<file path="src/rtl/rtc_pkg.sv">
package rtc_pkg;
  localparam int BYTE_W   = 8;
  localparam int NUM_REGS = 8;
  localparam int IDX_W    = $clog2(NUM_REGS);

  localparam int IX_CENT  = 0;
  localparam int IX_SEC   = 1;
  localparam int IX_MIN   = 2;
  localparam int IX_HOUR  = 3;
  localparam int IX_DAY   = 4;
  localparam int IX_DATE  = 5;
  localparam int IX_MONTH = 6;
  localparam int IX_YEAR  = 7;

  typedef logic [BYTE_W-1:0] bcdByte_t;

  typedef struct packed {
    logic             holdWr;
    logic             capture;
    logic             commit;
    logic [IDX_W-1:0] wrIdx;
    bcdByte_t         wrByte;
    logic [IDX_W-1:0] rdIdx;
  } dpStrobe_t;

  function automatic bcdByte_t bcdInc(bcdByte_t v, bcdByte_t top, bcdByte_t floorVal);
    if (v == top) return floorVal;
    if (v[3:0] == 4'd9) return {v[7:4] + 4'd1, 4'd0};
    return v + 8'd1;
  endfunction

  function automatic logic isLeap(bcdByte_t yr);
    logic [6:0] bin;
    bin = {3'b000, yr[7:4]} * 7'd10 + {3'b000, yr[3:0]};
    return bin[1:0] == 2'b00;
  endfunction

  function automatic bcdByte_t monthEnd(bcdByte_t mon, bcdByte_t yr);
    case (mon)
      8'h02:                      return isLeap(yr) ? 8'h29 : 8'h28;
      8'h04, 8'h06, 8'h09, 8'h11: return 8'h30;
      default:                    return 8'h31;
    endcase
  endfunction

  function automatic bcdByte_t resetVal(int ix);
    case (ix)
      IX_CENT:  return 8'h20;
      IX_DAY:   return 8'h01;
      IX_DATE:  return 8'h01;
      IX_MONTH: return 8'h01;
      default:  return 8'h00;
    endcase
  endfunction
endpackage

</file>
<file path="src/rtl/rtc_datapath.sv">
module rtc_datapath
  import rtc_pkg::*;
(
  input  logic      clk,
  input  logic      rstN,
  input  logic      tick,
  input  dpStrobe_t strobe,
  input  logic      freezeSnap,
  output bcdByte_t  snapByte
);
  bcdByte_t cnt     [NUM_REGS];
  bcdByte_t cntNext [NUM_REGS];
  bcdByte_t hold    [NUM_REGS];
  bcdByte_t holdMux [NUM_REGS];
  bcdByte_t snap    [NUM_REGS];

  logic secTop, minTop, hourTop, dateTop, monTop, yearTop, midnight;

  assign secTop   = cnt[IX_SEC]   == 8'h59;
  assign minTop   = cnt[IX_MIN]   == 8'h59;
  assign hourTop  = cnt[IX_HOUR]  == 8'h23;
  assign dateTop  = cnt[IX_DATE]  == monthEnd(cnt[IX_MONTH], cnt[IX_YEAR]);
  assign monTop   = cnt[IX_MONTH] == 8'h12;
  assign yearTop  = cnt[IX_YEAR]  == 8'h99;
  assign midnight = secTop && minTop && hourTop;

  // holding copy after this cycle's capture and write
  always_comb begin
    for (int i = 0; i < NUM_REGS; i++) begin
      holdMux[i] = strobe.capture ? cnt[i] : hold[i];
    end
    if (strobe.holdWr) holdMux[strobe.wrIdx] = strobe.wrByte;
  end

  // carry chain of the calendar
  always_comb begin
    for (int i = 0; i < NUM_REGS; i++) cntNext[i] = cnt[i];
    if (tick) begin
      cntNext[IX_SEC] = bcdInc(cnt[IX_SEC], 8'h59, 8'h00);
      if (secTop) cntNext[IX_MIN] = bcdInc(cnt[IX_MIN], 8'h59, 8'h00);
      if (secTop && minTop) cntNext[IX_HOUR] = bcdInc(cnt[IX_HOUR], 8'h23, 8'h00);
      if (midnight) begin
        cntNext[IX_DAY]  = bcdInc(cnt[IX_DAY], 8'h07, 8'h01);
        cntNext[IX_DATE] = dateTop ? 8'h01 : bcdInc(cnt[IX_DATE], 8'h31, 8'h01);
        if (dateTop) cntNext[IX_MONTH] = bcdInc(cnt[IX_MONTH], 8'h12, 8'h01);
        if (dateTop && monTop) cntNext[IX_YEAR] = bcdInc(cnt[IX_YEAR], 8'h99, 8'h00);
        if (dateTop && monTop && yearTop)
          cntNext[IX_CENT] = bcdInc(cnt[IX_CENT], 8'h39, 8'h00);
      end
    end
  end

  always_ff @(posedge clk) begin
    if (!rstN) begin
      for (int i = 0; i < NUM_REGS; i++) begin
        cnt[i]  <= resetVal(i);
        hold[i] <= resetVal(i);
      end
    end else begin
      for (int i = 0; i < NUM_REGS; i++) begin
        cnt[i] <= strobe.commit ? holdMux[i] : cntNext[i];
        if (strobe.holdWr || strobe.capture) hold[i] <= holdMux[i];
      end
    end
  end

  for (genvar g = 0; g < NUM_REGS; g++) begin : gSnap
    always_ff @(posedge clk) begin
      if (!rstN) snap[g] <= resetVal(g);
      else if (!freezeSnap) snap[g] <= cnt[g];
    end
  end

  assign snapByte = snap[strobe.rdIdx];


  sec_advance_chk: assert property (@(posedge clk) disable iff (!rstN)
    (tick && !strobe.commit) |=> (cnt[IX_SEC] != $past(cnt[IX_SEC])));


  dow_midnight_chk: assert property (@(posedge clk) disable iff (!rstN)
    (tick && !strobe.commit && midnight) |=> (cnt[IX_DAY] != $past(cnt[IX_DAY])));


  commit_load_chk: assert property (@(posedge clk) disable iff (!rstN)
    strobe.commit |=> (cnt[IX_SEC] == $past(holdMux[IX_SEC]) &&
                       cnt[IX_CENT] == $past(holdMux[IX_CENT])));


  snap_follow_chk: assert property (@(posedge clk) disable iff (!rstN)
    !freezeSnap |=> (snap[IX_SEC] == $past(cnt[IX_SEC])));
endmodule

</file>
<file path="src/rtl/rtc_ctrl.sv">
module rtc_ctrl
  import rtc_pkg::*;
#(
  parameter int ADDR_W = 17
) (
  input  logic              clk,
  input  logic              rstN,
  input  logic              pwrGood,
  input  logic              chipSel,
  input  logic              rdEn,
  input  logic              wrEn,
  input  logic [ADDR_W-1:0] addr,
  input  bcdByte_t          wrData,
  input  bcdByte_t          snapByte,
  output dpStrobe_t         strobe,
  output logic              freezeSnap,
  output bcdByte_t          rdData,
  output logic              dataOe,
  output logic              ramSel
);
  logic             wBit, rBit;
  logic             access, inWin, winWr, winRd, isCtrl, newW;
  logic [IDX_W-1:0] idx;

  assign access = chipSel && pwrGood;
  assign inWin  = &addr[ADDR_W-1:IDX_W];
  assign idx    = addr[IDX_W-1:0];
  assign isCtrl = idx == IDX_W'(IX_CENT);
  assign winWr  = access && inWin && wrEn;
  assign winRd  = access && inWin && rdEn && !wrEn;
  assign ramSel = access && !inWin;
  assign newW   = wrData[7];

  always_comb begin
    strobe.capture = winWr && isCtrl && !wBit && newW;
    strobe.commit  = winWr && isCtrl && wBit && !newW;
    strobe.holdWr  = winWr && (isCtrl ? (wBit || newW) : wBit);
    strobe.wrIdx   = idx;
    strobe.wrByte  = isCtrl ? {2'b00, wrData[5:0]} : wrData;
    strobe.rdIdx   = idx;
  end

  assign freezeSnap = rBit;

  always_ff @(posedge clk) begin
    if (!rstN) begin
      wBit   <= 1'b0;
      rBit   <= 1'b0;
      dataOe <= 1'b0;
      rdData <= '0;
    end else begin
      if (winWr && isCtrl) begin
        wBit <= newW;
        rBit <= wrData[6];
      end
      dataOe <= winRd;
      if (winRd) rdData <= isCtrl ? {wBit, rBit, snapByte[5:0]} : snapByte;
      else       rdData <= '0;
    end
  end


  read_gated_chk: assert property (@(posedge clk) disable iff (!rstN)
    dataOe |-> $past(pwrGood));


  read_latency_chk: assert property (@(posedge clk) disable iff (!rstN)
    dataOe |-> $past(chipSel && rdEn));
endmodule

</file>
<file path="src/rtl/cal_clock_top.sv">
module cal_clock_top
  import rtc_pkg::*;
#(
  parameter int ADDR_W = 17
) (
  input  logic              clk,
  input  logic              rstN,
  input  logic              tick,
  input  logic              pwrGood,
  input  logic              chipSel,
  input  logic              rdEn,
  input  logic              wrEn,
  input  logic [ADDR_W-1:0] addr,
  input  logic [7:0]        wrData,
  output logic [7:0]        rdData,
  output logic              dataOe,
  output logic              ramSel
);
  dpStrobe_t strobe;
  logic      freezeSnap;
  bcdByte_t  snapByte;

  rtc_ctrl #(.ADDR_W(ADDR_W)) i_ctrl (
    .clk(clk), .rstN(rstN), .pwrGood(pwrGood), .chipSel(chipSel),
    .rdEn(rdEn), .wrEn(wrEn), .addr(addr), .wrData(wrData),
    .snapByte(snapByte), .strobe(strobe), .freezeSnap(freezeSnap),
    .rdData(rdData), .dataOe(dataOe), .ramSel(ramSel)
  );

  rtc_datapath i_dp (
    .clk(clk), .rstN(rstN), .tick(tick), .strobe(strobe),
    .freezeSnap(freezeSnap), .snapByte(snapByte)
  );
endmodule

</file>
<file path="config.mk">
export PLATFORM = sky130hd
export DESIGN_NAME = cal_clock_top
export DESIGN_NICKNAME = d
export VERILOG_FILES = /design/src/rtl/rtc_pkg.sv /design/src/rtl/rtc_datapath.sv /design/src/rtl/rtc_ctrl.sv /design/src/rtl/cal_clock_top.sv
export SDC_FILE = /design/constraint.sdc
export NUM_CORES = 1
export LEC_CHECK = 0
export ABC_AREA = 1
export BUFFER_PORTS_ARGS = -buffer_cell sky130_fd_sc_hd__buf_2
export CORE_ASPECT_RATIO = 2
export CORE_UTILIZATION = 30
export DETAILED_ROUTE_END_ITERATION = 8
export PLACE_DENSITY_LB_ADDON = 0.08
export REMOVE_ABC_BUFFERS = 1
export SLEW_MARGIN = 20
export SYNTH_ARGS = -nofsm -noshare
export SYNTH_HDL_FRONTEND = slang
export SYNTH_SLANG_ARGS = --single-unit
</file>
<file path="constraint.sdc">
create_clock -name clk -period 6 [get_ports clk]
set_input_delay 0 -clock clk [delete_from_list [all_inputs] [get_ports clk]]
set_output_delay 0 -clock clk [all_outputs]
set_load 0.1 [all_outputs]
</file>
## Word level (Yosys, flattened, before mapping)

Memories as Yosys holds them, arrays and structs flattened.
Cells that the tools add are included.

- Flip-flop bits (word level): 11
- Output and inout port bits: 10
- Memories: 3
- Input bits: 32
- Logic and storage cells: 263
- Bits in writable memories: 192

Memory list:

| name | words | bits a word | rd ports | clocked after Yosys merged registers in | wr ports | line | text |
|---|---|---|---|---|---|---|---|
| i_dp.cnt | 8 | 8 | 8 | 0 | 8 | rtc_datapath.sv:11 | `bcdByte_t cnt [NUM_REGS];` |
| i_dp.hold | 8 | 8 | 8 | 0 | 8 | rtc_datapath.sv:13 | `bcdByte_t hold [NUM_REGS];` |
| i_dp.snap | 8 | 8 | 1 | 0 | 8 | rtc_datapath.sv:15 | `bcdByte_t snap [NUM_REGS];` |

- Muxes and demuxes: 161
- Magnitude comparators: 2
- $mul: 1
- Add/sub/neg operators: 17
- Equal/unequal tests: 22
- Reductions and logical operators: 28
- Bitwise gates (word level): 25

Operators by type and width:

| kind | number |
|---|---|
| 2-to-1 mux 8 bit | 85 |
| 2-to-1 mux 64 bit | 2 |
| 2-to-1 mux 1 bit | 70 |
| adder 8 x 1 -> 8 bit, second input constant | 8 |
| bitwise mux 64 bit | 1 |
| adder 4 x 1 -> 4 bit, second input constant | 8 |
| == test 4 bit, second input constant | 8 |
| 2-to-1 mux 32 bit | 1 |
| demux 8 bit (select 3 bit) | 1 |
| == test 8 x 3 -> 1 bit, second input constant | 3 |
| == test 8 x 6 -> 1 bit, second input constant | 3 |
| bitwise OR 1 bit | 24 |
| logical AND 1 bit | 17 |
| == test 8 x 5 -> 1 bit, second input constant | 2 |
| == test 8 x 7 -> 1 bit, second input constant | 2 |
| case mux 8 bit (2 select lines) | 1 |
| AND reduction 14 bit | 1 |
| == test 8 x 2 -> 1 bit, second input constant | 1 |
| == test 8 x 4 -> 1 bit, second input constant | 1 |
| == test 8 bit | 1 |
| == test 8 bit, second input constant | 1 |
| greater-or-equal comparator 4 bit, second input constant | 1 |
| logical NOT 1 bit | 4 |
| less-than comparator 4 x 1 -> 1 bit, second input constant | 1 |
| 8 further kinds | 9 |

## Logic depth before layout (Yosys ltp)

An unclocked memory read counts as a cell.

- Word-level depth: 23
- Depth in mapped cells: 17
- Gate-level depth less buffers: 17

## Modules after synthesis

From an unflattened synthesis, not the netlist that was laid out.

- Cell total of the unflattened synthesis: 1499
- Area, all modules: 11474.8 um2

Modules (own cells, without submodules):

| module | area each (um2) | cells an instance | times used |
|---|---|---|---|
| rtc_datapath | 10839.1 | 1413 | 1 |
| rtc_ctrl | 635.6 | 86 | 1 |

## Worst setup path after synthesis

No wires, ideal clock.

- Path kind: input-to-reg
- Start: in addr[11]
- End: mem i_dp.hold[0][0] (netlist name), enable pin
- Path slack: 3480 ps
- Data required time: 5579 ps
- Path buffers: 0
- Arrival: 2098 ps
- Cell stages on the path: 8
- Cells stage by stage: nand2_1 nor2_2 nand2_1 nor2_4 nand4_1 o21ai_2 inv_1 nand2_1

RTL lines:

| item | line | text |
|---|---|---|
| start, declared | cal_clock_top.sv:13 | `input logic [ADDR_W-1:0] addr,` |
| end, declared | rtc_datapath.sv:13 |  |

==> qor.yml <==
cts.sinks: 199
fin_crit_ps: 3160
place_area_sq_um: 12400
worst_pin_slew_ps: 1090
final-setup-viol-count: 0
vdd_drop_max_mv: 0.122
clk_pin_slew_ps: 80
clockBufferDepth: 2
cp-end-kind: "flip-flop"
syn_avg_cell_area_sq_um: 7.61
status: "completed"
core_sq_um: 38500
nets: 1622
dp_slack_ps: 2830
insertion_delay_ps: 460
post-route-period-util: 0.527
dp_hpwl_um: 33900
total_power_uw: 2840
cts_root_buf: "clkbuf_16"
drc: 0
vias_per_cell: 5.12
numCtsBuffers: 17
cts_resized: 0
ctsHoldBuffers: 7
portBuffers: 41
grt_pass1_wl_um: 68200
htreeDepth: 4
layout_common_cells: "383 x nand2_1, 194 x nor2_1, 173 x inv_1"
ys.flop_type: "edfxtp_1"
syn2layout_area_growth_pct: 11.1
worstPathMaxFanout: 43
ys.warnings.count: 0
synth_edf_count: 124
n_antenna_cell: 0
p_leak_uw: 0.00541
async_flop_share: 0
placed_cells: 2059
max_slew_margin: 0.275
cts_setup_buffers: 0
crit_type: "input pin to flip-flop"
hold_end: "i_dp.cnt[1][19]$_SDFFE_PN0P_"
finalHoldViolCount: 0
die_h_um: 281
final_cells: 2098
final_common_cell: "nand2_1"
drt-initial-drc-count: 700
drv_cap: 0
syn_inst: 1539
max_freq_mhz: 317
required_ps: 6280
slew_violations: 0
grt_pass1_vias: 10700
hp-class: "input pin to flip-flop"
grt_usage: 0.239
routed_wl_um: 46300
grt_antenna_before_repair: 0
grt_max_degree: 63
rows: 102
holdCritStartpoint: "wrData[3]"
p_per_area_nw_per_um2: 218
r2r_slack_ps: 3090
avgRoutedWirePerCell_um: 22.1
die-width_um: 142
setup_tns_ps: 0
cts_tree: "done"
hold_depth: 5
synth_seq_cells: 199
synth-seq-area-share: 0.446
netlist_area_sq_um: 11700
routabilityCongestion: 0.846
clock_skew_ps: 12.6
reg2regPathDepth: 12
postLayoutCellArea_sq_um: 13000
dr.pass1.iters: 7
r2r-end: "i_dp.cnt[1][21]$_SDFFE_PN0P_"
antenna_left: 0
synth.distinct_cells: 45
r2r-start: "i_dp.cnt[0][16]$_SDFFE_PN0P_"
io_pins: 42
setup_slack_ps: 2840
drive_above_1_share: 0.0951
die_area_sq_um: 39900
grt_overflow: 0
vias: 10700
critPathLaunchType: "input pin"
start_util: 0.304
crit_arrival_ps: 3440
rsz0062_at_grt: "no"
[flip-flops by register name, indices dropped and copies added (netlist names)]
name / cells
i_ctrl.rdData: 8
i_dp.hold: 62
i_dp.snap: 62
i_dp.cnt: 64
i_ctrl.freezeSnap: 1
i_ctrl.dataOe: 1
i_ctrl.wBit: 1
[area by class of cell]
type,instances,area [sq um]
clock buffer,20,437
clock inverter,12,153
fill,4238,25500
inverter,191,717
multi-input combinational,1098,5480
sequential,199,5230
tap,520,651
timing repair buffer,58,350
[power breakdown]
part / switching, uW / total (uW) / internal, uW
Clock: 565 / 1220 / 657
Combinational: 108 / 145 / 36.6
Sequential: 7.47 / 1470 / 1460
[logic make-up after synthesis]
| kind of cell | Yosys count | share of synthesized area |
|---|---|---|
| compound gates | 235 | 0.124 |
| xor+xnor | 19 | 0.0142 |
| flops | 199 | 0.446 |
| fa+ha+maj | 25 | 0.0267 |
| simple gates | 819 | 0.302 |
| buf+inv | 242 | 0.0871 |
[how the worst max path moves through the flow]
stage	from	endpoint	cells after the start
floorplan	addr[2]	i_dp.hold[0][0]$_SDFFCE_PN0P_	7
global placement	addr[1]	i_dp.hold[0][11]$_SDFFCE_PN0P_	10
detailed placement	addr[1]	i_dp.hold[0][47]$_SDFFCE_PN0P_	10
CTS	addr[0]	i_dp.hold[0][47]$_SDFFCE_PN0P_	11
global route	addr[0]	i_dp.hold[0][47]$_SDFFCE_PN0P_	11
finish	addr[0]	i_dp.hold[0][47]$_SDFFCE_PN0P_	11
[synthesized netlist by cell type (5+ instances only)]
library cell / count / area share
nand2_1: 386 / 0.12
nor2_1: 194 / 0.062
inv_1: 174 / 0.056
nand3_1: 162 / 0.069
edfxtp_1: 124 / 0.32
a21oi_1: 75 / 0.032
dfxtp_1: 75 / 0.13
o21ai_0: 68 / 0.029
ha_1: 25 / 0.027
clkbuf_1: 20 / 0.0064
nand4_1: 20 / 0.011
xor2_1: 18 / 0.013
buf_2: 15 / 0.0064
nand2_2: 15 / 0.0080
o211ai_1: 14 / 0.0090
inv_2: 13 / 0.0042
o211ai_2: 12 / 0.013
o22ai_1: 12 / 0.0064
nor2_2: 10 / 0.0053
a221oi_1: 9 / 0.0067
buf_6: 9 / 0.0086
nor3_1: 9 / 0.0038
o21ai_1: 9 / 0.0038
a22oi_1: 8 / 0.0051
a41oi_1: 7 / 0.0052
buf_4: 7 / 0.0045
nor2_4: 7 / 0.0067
a22o_1: 6 / 0.0045
a31oi_1: 6 / 0.0032
o31ai_1: 5 / 0.0032
[metal layers]
layer  up-vias  global-route usage  part of all wire
li1       5172                   -                 -
met1      5213               0.242              0.37
met2       274               0.467              0.55
met3        76              0.0326             0.032
met4         0               0.124             0.049
met5         -                   0                 0
[critical path, stage by stage]
cell and delay [ps]:
dlygate4sd3_1 530, buf_2 180, inv_2 70, nand2_2 70, inv_2 350, nand4_1 210, o21ai_2 640, inv_1 210
nor2_2 340, inv_2 500, a21oi_1 320
[through the flow]
step / hold slack (ps) / utilization
final: 26.4 / 0.338
after global routing: 54.2 / 0.338
after CTS: 13.1 / 0.338
after detailed placement: 243 / 0.321
after global placement: 244 / 0.321
after floorplan: 88.2 / -
Power figures use the tool's default switching activity.
